===== src/rtl/dspace_pkg.sv =====
package dspace_pkg;
  typedef enum logic [1:0] {
    RG_GPR  = 2'd0,
    RG_IO   = 2'd1,
    RG_SRAM = 2'd2,
    RG_EXT  = 2'd3
  } region_e;
endpackage


===== src/rtl/dspace_region_map.sv =====
module dspace_region_map
  import dspace_pkg::*;
#(
  parameter int ADDR_W = 16,
  parameter int GPR_N  = 32,
  parameter int IO_N   = 64,
  parameter int SRAM_N = 512,
  parameter int OFF_W  = 9
) (
  input  logic [ADDR_W-1:0] addr,
  output region_e           region,
  output logic [OFF_W-1:0]  offset
);
  localparam logic [ADDR_W-1:0] IO_BASE   = ADDR_W'(GPR_N);
  localparam logic [ADDR_W-1:0] SRAM_BASE = ADDR_W'(GPR_N + IO_N);
  localparam logic [ADDR_W-1:0] EXT_BASE  = ADDR_W'(GPR_N + IO_N + SRAM_N);

  logic [ADDR_W-1:0] rel;

  always_comb begin
    if (addr < IO_BASE) begin
      region = RG_GPR;
      rel    = addr;
    end else if (addr < SRAM_BASE) begin
      region = RG_IO;
      rel    = addr - IO_BASE;
    end else if (addr < EXT_BASE) begin
      region = RG_SRAM;
      rel    = addr - SRAM_BASE;
    end else begin
      region = RG_EXT;
      rel    = '0;
    end
    offset = rel[OFF_W-1:0];
  end
endmodule


===== src/rtl/dspace_ext_seq.sv =====
module dspace_ext_seq #(
  parameter int ADDR_W = 16,
  parameter int DATA_W = 8,
  parameter int WS_W   = 2
) (
  input  logic              clk,
  input  logic              rst_n,
  input  logic              ext_req,
  input  logic              zero_rd,
  input  logic [WS_W-1:0]   ws,
  input  logic [ADDR_W-1:0] addr,
  input  logic              we,
  input  logic [DATA_W-1:0] wdata,
  input  logic [DATA_W-1:0] ad_in,
  output logic              stall,
  output logic              ale,
  output logic [DATA_W-1:0] ad_out,
  output logic              ad_oe,
  output logic [ADDR_W-DATA_W-1:0] addr_hi,
  output logic              rd_n,
  output logic              wr_n,
  output logic              rsp_valid,
  output logic [DATA_W-1:0] rsp_data
);
  logic            busy_q;
  logic [WS_W-1:0] cnt_q;
  logic            go;
  logic            last;

  assign go    = ext_req && !busy_q;
  assign last  = busy_q && (cnt_q == '0);
  assign stall = go || (busy_q && (cnt_q != '0));
  assign ale   = go;
  assign ad_out  = go ? addr[DATA_W-1:0] : (busy_q && we ? wdata : '0);
  assign ad_oe   = go || (busy_q && we);
  assign addr_hi = (go || busy_q) ? addr[ADDR_W-1:DATA_W] : '0;
  assign rd_n  = !(busy_q && !we);
  assign wr_n  = !(busy_q && we);

  always_ff @(posedge clk or negedge rst_n) begin
    if (!rst_n) begin
      busy_q <= 1'b0;
      cnt_q  <= '0;
    end else if (go) begin
      busy_q <= 1'b1;
      cnt_q  <= ws;
    end else if (busy_q) begin
      if (cnt_q == '0) busy_q <= 1'b0;
      else             cnt_q  <= cnt_q - 1'b1;
    end
  end

  always_ff @(posedge clk or negedge rst_n) begin
    if (!rst_n) begin
      rsp_valid <= 1'b0;
      rsp_data  <= '0;
    end else begin
      rsp_valid <= (last && !we) || zero_rd;
      rsp_data  <= (last && !we) ? ad_in : '0;
    end
  end

  // Stall-length checker: counts consecutive stall cycles
  logic [WS_W:0]   run_q;
  logic [WS_W-1:0] ws_q;
  always_ff @(posedge clk or negedge rst_n) begin
    if (!rst_n) begin
      run_q <= '0;
      ws_q  <= '0;
    end else begin
      run_q <= stall ? run_q + 1'b1 : '0;
      if (go) ws_q <= ws;
    end
  end

  assert_stall_len_R6: assert property (@(posedge clk) disable iff (!rst_n)
    last |-> (run_q == ({1'b0, ws_q} + 1'b1)));
  assert_one_strobe_R6: assert property (@(posedge clk) disable iff (!rst_n)
    !(!rd_n && !wr_n));
  assert_ale_first_R7: assert property (@(posedge clk) disable iff (!rst_n)
    ale |=> (busy_q && !ale));
endmodule


===== src/rtl/dspace_dec.sv =====
module dspace_dec
  import dspace_pkg::*;
#(
  parameter int ADDR_W = 16,
  parameter int DATA_W = 8,
  parameter int GPR_N  = 32,
  parameter int IO_N   = 64,
  parameter int SRAM_N = 512,
  parameter int WS_W   = 2,
  localparam int OFF_W = $clog2(SRAM_N)
) (
  input  logic              clk,
  input  logic              rst_n,
  input  logic              req_valid,
  output logic              req_ready,
  input  logic [ADDR_W-1:0] req_addr,
  input  logic              req_we,
  input  logic [DATA_W-1:0] req_wdata,
  input  logic              cfg_ext_en,
  input  logic [WS_W-1:0]   cfg_ws,
  output logic              sel_gpr,
  output logic              sel_io,
  output logic              sel_sram,
  output logic [OFF_W-1:0]  tgt_off,
  output logic              stall,
  output logic              rsp_valid,
  output logic [DATA_W-1:0] rsp_data,
  output logic              ext_ale,
  output logic [DATA_W-1:0] ext_ad_out,
  output logic              ext_ad_oe,
  input  logic [DATA_W-1:0] ext_ad_in,
  output logic [ADDR_W-DATA_W-1:0] ext_addr_hi,
  output logic              ext_rd_n,
  output logic              ext_wr_n
);
  region_e region;
  logic    in_ext;

  dspace_region_map #(
    .ADDR_W(ADDR_W), .GPR_N(GPR_N), .IO_N(IO_N), .SRAM_N(SRAM_N), .OFF_W(OFF_W)
  ) u_map (
    .addr  (req_addr),
    .region(region),
    .offset(tgt_off)
  );

  assign in_ext   = req_valid && (region == RG_EXT);
  assign sel_gpr  = req_valid && (region == RG_GPR);
  assign sel_io   = req_valid && (region == RG_IO);
  assign sel_sram = req_valid && (region == RG_SRAM);

  dspace_ext_seq #(
    .ADDR_W(ADDR_W), .DATA_W(DATA_W), .WS_W(WS_W)
  ) u_seq (
    .clk      (clk),
    .rst_n    (rst_n),
    .ext_req  (in_ext && cfg_ext_en),
    .zero_rd  (in_ext && !cfg_ext_en && !req_we),
    .ws       (cfg_ws),
    .addr     (req_addr),
    .we       (req_we),
    .wdata    (req_wdata),
    .ad_in    (ext_ad_in),
    .stall    (stall),
    .ale      (ext_ale),
    .ad_out   (ext_ad_out),
    .ad_oe    (ext_ad_oe),
    .addr_hi  (ext_addr_hi),
    .rd_n     (ext_rd_n),
    .wr_n     (ext_wr_n),
    .rsp_valid(rsp_valid),
    .rsp_data (rsp_data)
  );

  assign req_ready = req_valid && !stall;

  assert_onehot_sel_R1: assert property (@(posedge clk) disable iff (!rst_n)
    $onehot0({sel_gpr, sel_io, sel_sram, stall}));
  assert_quiet_internal_R4: assert property (@(posedge clk) disable iff (!rst_n)
    (sel_gpr || sel_io || sel_sram) |-> (ext_rd_n && ext_wr_n && req_ready));
  assert_disabled_zero_R9: assert property (@(posedge clk) disable iff (!rst_n)
    (in_ext && !cfg_ext_en && !req_we) |=> (rsp_valid && rsp_data == '0));
  assert_disabled_quiet_R9: assert property (@(posedge clk) disable iff (!rst_n)
    (in_ext && !cfg_ext_en) |-> (!stall && ext_rd_n && ext_wr_n && !ext_ale));
  assert_hold_req_R10: assert property (@(posedge clk) disable iff (!rst_n)
    (req_valid && !req_ready) |=> (req_valid && $stable(req_addr) && $stable(req_we)));
  assert_idle_R10: assert property (@(posedge clk) disable iff (!rst_n)
    !req_valid |-> (!stall && !ext_ale));
endmodule


===== config.mk =====
export PLATFORM = sky130hd
export DESIGN_NAME = dspace_dec
export DESIGN_NICKNAME = d
export VERILOG_FILES = /design/src/rtl/dspace_pkg.sv /design/src/rtl/dspace_region_map.sv /design/src/rtl/dspace_ext_seq.sv /design/src/rtl/dspace_dec.sv
export SDC_FILE = /design/constraint.sdc
export NUM_CORES = 1
export LEC_CHECK = 0
export ABC_CLOCK_PERIOD_IN_PS = 1700
export BUFFER_PORTS_ARGS = -buffer_cell sky130_fd_sc_hd__clkbuf_2
export CAP_MARGIN = 40
export CORE_ASPECT_RATIO = 1.5
export CORE_MARGIN = 2
export CORE_UTILIZATION = 34
export CTS_BUF_LIST = sky130_fd_sc_hd__clkbuf_2
export CTS_CLUSTER_DIAMETER = 50
export DETAILED_ROUTE_END_ITERATION = 6
export GPL_TIMING_DRIVEN = 0
export PLACE_DENSITY = 0.77
export SLEW_MARGIN = 5
export SYNTH_ARGS = -nofsm -noshare
export SYNTH_HDL_FRONTEND = slang
export SYNTH_HIERARCHICAL = 1
export SYNTH_SLANG_ARGS = --single-unit
export TNS_END_PERCENT = 10

===== constraint.sdc =====
create_clock -name clk -period 1.7 [get_ports clk]
set_input_delay 0.085 -clock clk [delete_from_list [all_inputs] [get_ports clk]]
set_output_delay 0.085 -clock clk [all_outputs]
set_load 0.01 [all_outputs]

==> out/qor.csv <==
stage,metric,value,unit
clock_tree,clk_path_buf_depth,2,
die,core_area,2620,sq um
logic_synthesis,post_synth_edffs,0,
logic_synthesis,synthArstFlopShare,100,%
worst_setup_path,timing.critical_path.required,1.62,ns
logic_synthesis,synthCells,105,
logic_synthesis,ys.warnings.count,6,
finish,nNetsFinal,247,
logic_synthesis,synth_commonest_cells,"sky130_fd_sc_hd__and2_1 (14), sky130_fd_sc_hd__dfrtp_1 (12), sky130_fd_sc_hd__nor2b_1 (12)",
detailed_routing,drt-total-wl,2970,microns
status,failed_checks,negative setup slack,
logic_synthesis,synth.top_cells.by_area,"sky130_fd_sc_hd__dfrtp_1 (33%), sky130_fd_sc_hd__and2_1 (9.6%), sky130_fd_sc_hd__nor2b_1 (8.3%)",
power,leakagePower,0.907,nW
sta,layout_worst_path_cycle_share,101,%
status,status,finished with violations,
die,die_x,46.2,microns
worst_setup_path,worstSetupStartpointType,input port,
placed_design,dp_hpwl,2100,microns
logic_synthesis,synth_top_flop_cell,sky130_fd_sc_hd__dfrtp_1,
die,die-height,67.3,microns
clock_tree,worst_path_clk_slew,0.11,ns
clock_tree,num_cts_buffers,3,
worst_setup_path,worst_ep_arrival_time,1.63,ns
run,max-cap-violations,0,
sta,fin_hold_ws,0.0279,ns
die,rows,23,
clock_tree,ctsHtreeMaxLevel,1,
worst_setup_path,path_common_cell,sky130_fd_sc_hd__clkbuf_2,
clock_tree,cts.root.buffer_cell,sky130_fd_sc_hd__clkbuf_2,
power,power.density,819,nW/um^2
sta,slew_headroom,65.4,%
clock_tree,tritoncts,done,
worst_setup_path,worst_path_largest_cell_delay,0.37,ns
detailed_routing,route.detailed.vias_per_inst,4.76,
logic_synthesis,seq_area_frac_synth,33.1,%
power,irDropWorstVdd,0.387,mV
hold_path,hold-path-endpoint,u_seq/rsp_data[4],
global_routing,grt_max_degree,13,
finish,final_layout_size_suffix_gt1_share,57.4,%
placed_design,count_of_port_buffers_added_during_placement,81,
die,initial_core_util,34.7,%
sta,final_max_slew_viol_count,0,
placed_design,post-place-ws,-0.370,ns
finish,stdcell_area,1630,sq um
clock_tree,cts.sinks,12,
logic_synthesis,synth-seq-cells,12,
logic_synthesis,synth.lib_cells_used.distinct,33,
logic_synthesis,netlist_area,908,sq um
sta,finalHoldViolations,0,
sta,setup_repair_after_global_routing_missed_its_margin,true,
logic_synthesis,synthDominantCellAreaShare,33.1,%
worst_setup_path,rrSetupSlack,0.43,ns
worst_setup_path,r2r_cells,5,
die,top_level_ports,82,
logic_synthesis,synth_most_common_cell,sky130_fd_sc_hd__and2_1,
worst_setup_path,timing.critical_path.buf_inv,2,
finish,area_delta_synth_final,79.6,%
detailed_routing,drt_pre_antenna_iters,4,
finish,final-instance-count-excl-fill,241,
logic_synthesis,synth_area_leader_cell,sky130_fd_sc_hd__dfrtp_1,
detailed_routing,via_count,1146,
logic_synthesis,synth_area_per_cell,8.65,sq um
placed_design,place.gp.congestion,0.759,
placed_design,numPlacedInstances,223,
sta,time_the_worst_path_needs_with_i_o_delays_and_setup,1.72,ns
die,dieArea,3110,sq um
clock_tree,clk-insertion-delay-late,0.25,ns
detailed_routing,drc_markers,0,
hold_path,worst_hold_path_type,input port to register,
sta,skew,0.00104,ns
sta,tightestPinTransition,0.515,ns
detailed_routing,detail-route-antenna-nets,0,
sta,postLayoutSetupSlackWorst,-0.0187,ns
detailed_routing,route.detailed.wl_per_inst,12.3,microns
sta,fmaxAchievable,582,MHz
worst_setup_path,critical_path.cell_chain,clkbuf_2 -> nor4_4 -> nand2_2 -> or3_4 -> nand3_4 -> nor2_4 -> nor2b_4 -> a22o_1 -> clkbuf_2,
global_routing,grtUsageTotal,19.8,%
worst_setup_path,critPathTopFamily,simple AND/OR/NAND/NOR gates,
worst_setup_path,critical_path.reg2reg.endpoint,u_seq/rsp_data[3],
worst_setup_path,cp-end-kind,output pin,
worst_setup_path,setup.worst_path.class,input port to output pin,
logic_synthesis,mappedNetlistNets,147,
global_routing,first_pass_grt_wire_length,4550,microns
placed_design,placed_cell_areas,1390,sq um
finish,utilization,62.3,%
hold_path,number_of_instances_on_the_worst_hold_path,2,
finish,diodes,0,
worst_setup_path,slowest_cell_on_crit_path,sky130_fd_sc_hd__or3_4,
detailed_routing,drtIter0Drc,10,
hold_path,timing.hold.worst.start,ext_ad_in[4],
worst_setup_path,critical_path.startpoint,req_addr[11],
worst_setup_path,critical_path.max_fanout,5,
worst_setup_path,worst_r2r_startpoint,u_seq/cnt_q[0],
global_routing,gr-total-overflow,0,
global_routing,number_of_antenna_violations_at_the_first_check_in_global_routing,0,
global_routing,vias_in_the_first_global_route,1035,
sta,finalSetupViolations,6,
-- worst max path at each step --
stage                    endpoint  slack, ns  cells past startpoint
floorplan           ext_ad_out[0]       0.03                      8
global placement    ext_ad_out[3]      -0.38                      9
detailed placement  ext_ad_out[4]      -0.37                      9
CTS                 ext_ad_out[4]      -0.01                      8
global route            req_ready      -0.10                     10
finish              ext_ad_out[7]      -0.02                      9
-- logic make-up after synthesis --
family,share of synthesized area [%]
AOI/OAI and AO/OA,17.5
xor gates and xnor gates,2.89
adders and majority gates,4.13
buffers and inverters,5.92
DFF,33.1
muxes,1.10
and+or+nand+nor,35.4
-- area by class of cell --
type                            instances  area, sq um
Buffer                                  3         21.3
Clock buffer                            3         15.0
Clock inverter                          1         3.75
Fill cell                             229          987
Inverter                                7         26.3
Multi-Input combinational cell         83          653
Sequential cell                        12          300
Tap cell                               37         46.3
Timing Repair Buffer                   95          566
-- timing repair --
action                     CTS  global route
gates resized for setup     16             5
setup endpoints to repair   20            20
pin swaps                   12             4
gates cloned                 1             0
hold endpoints to repair    12             0
setup buffers               12             1
hold buffers                 1             0
-- per-stage QoR --
step | power [mW] | TNS [ns]
after detailed placement | 1.13 | -5.05
after global routing | 1.46 | -1.02
after floorplan | 0.851 | 0
after CTS | 1.34 | -0.0295
final | 1.34 | -0.0429
after global placement | 1.11 | -5.25
-- sequential cells by signal, summed over array words and instances (netlist names) --
| register | count |
|---|---|
| u_seq/rsp_valid | 1 |
| u_seq/busy_q | 1 |
| u_seq/cnt_q | 2 |
| u_seq/rsp_data | 8 |
-- per-layer routing --
layer  share of wire [%]  GRT usage [%]  vias up
li1                    -              -      559
met3                 7.6           2.94        6
met4                 1.7           8.57        0
met1                  36           21.1      517
met2                  55           36.5       64
met5                   0              0        -
-- layout by cell type (no fill, tap or decap), types with 3 or more instances in the layout --
| cell | instances |
|---|---|
| sky130_fd_sc_hd__buf_4 | 12 |
| sky130_fd_sc_hd__a22o_1 | 8 |
| sky130_fd_sc_hd__nor2b_1 | 11 |
| sky130_fd_sc_hd__dfrtp_1 | 12 |
| sky130_fd_sc_hd__nor2_1 | 4 |
| sky130_fd_sc_hd__inv_1 | 6 |
| sky130_fd_sc_hd__clkbuf_2 | 81 |
| sky130_fd_sc_hd__ha_1 | 3 |
| sky130_fd_sc_hd__nand2_1 | 3 |
| sky130_fd_sc_hd__nand2b_1 | 3 |
| sky130_fd_sc_hd__and2_1 | 14 |
| sky130_fd_sc_hd__a21oi_1 | 7 |
-- report_power, final --
group / total, mW / internal, mW / switching, mW
logic: 0.818 / 0.378 / 0.440
clock network: 0.138 / 0.0511 / 0.0870
registers: 0.379 / 0.348 / 0.0311
Note: power is estimated with default switching activity, not from simulation.
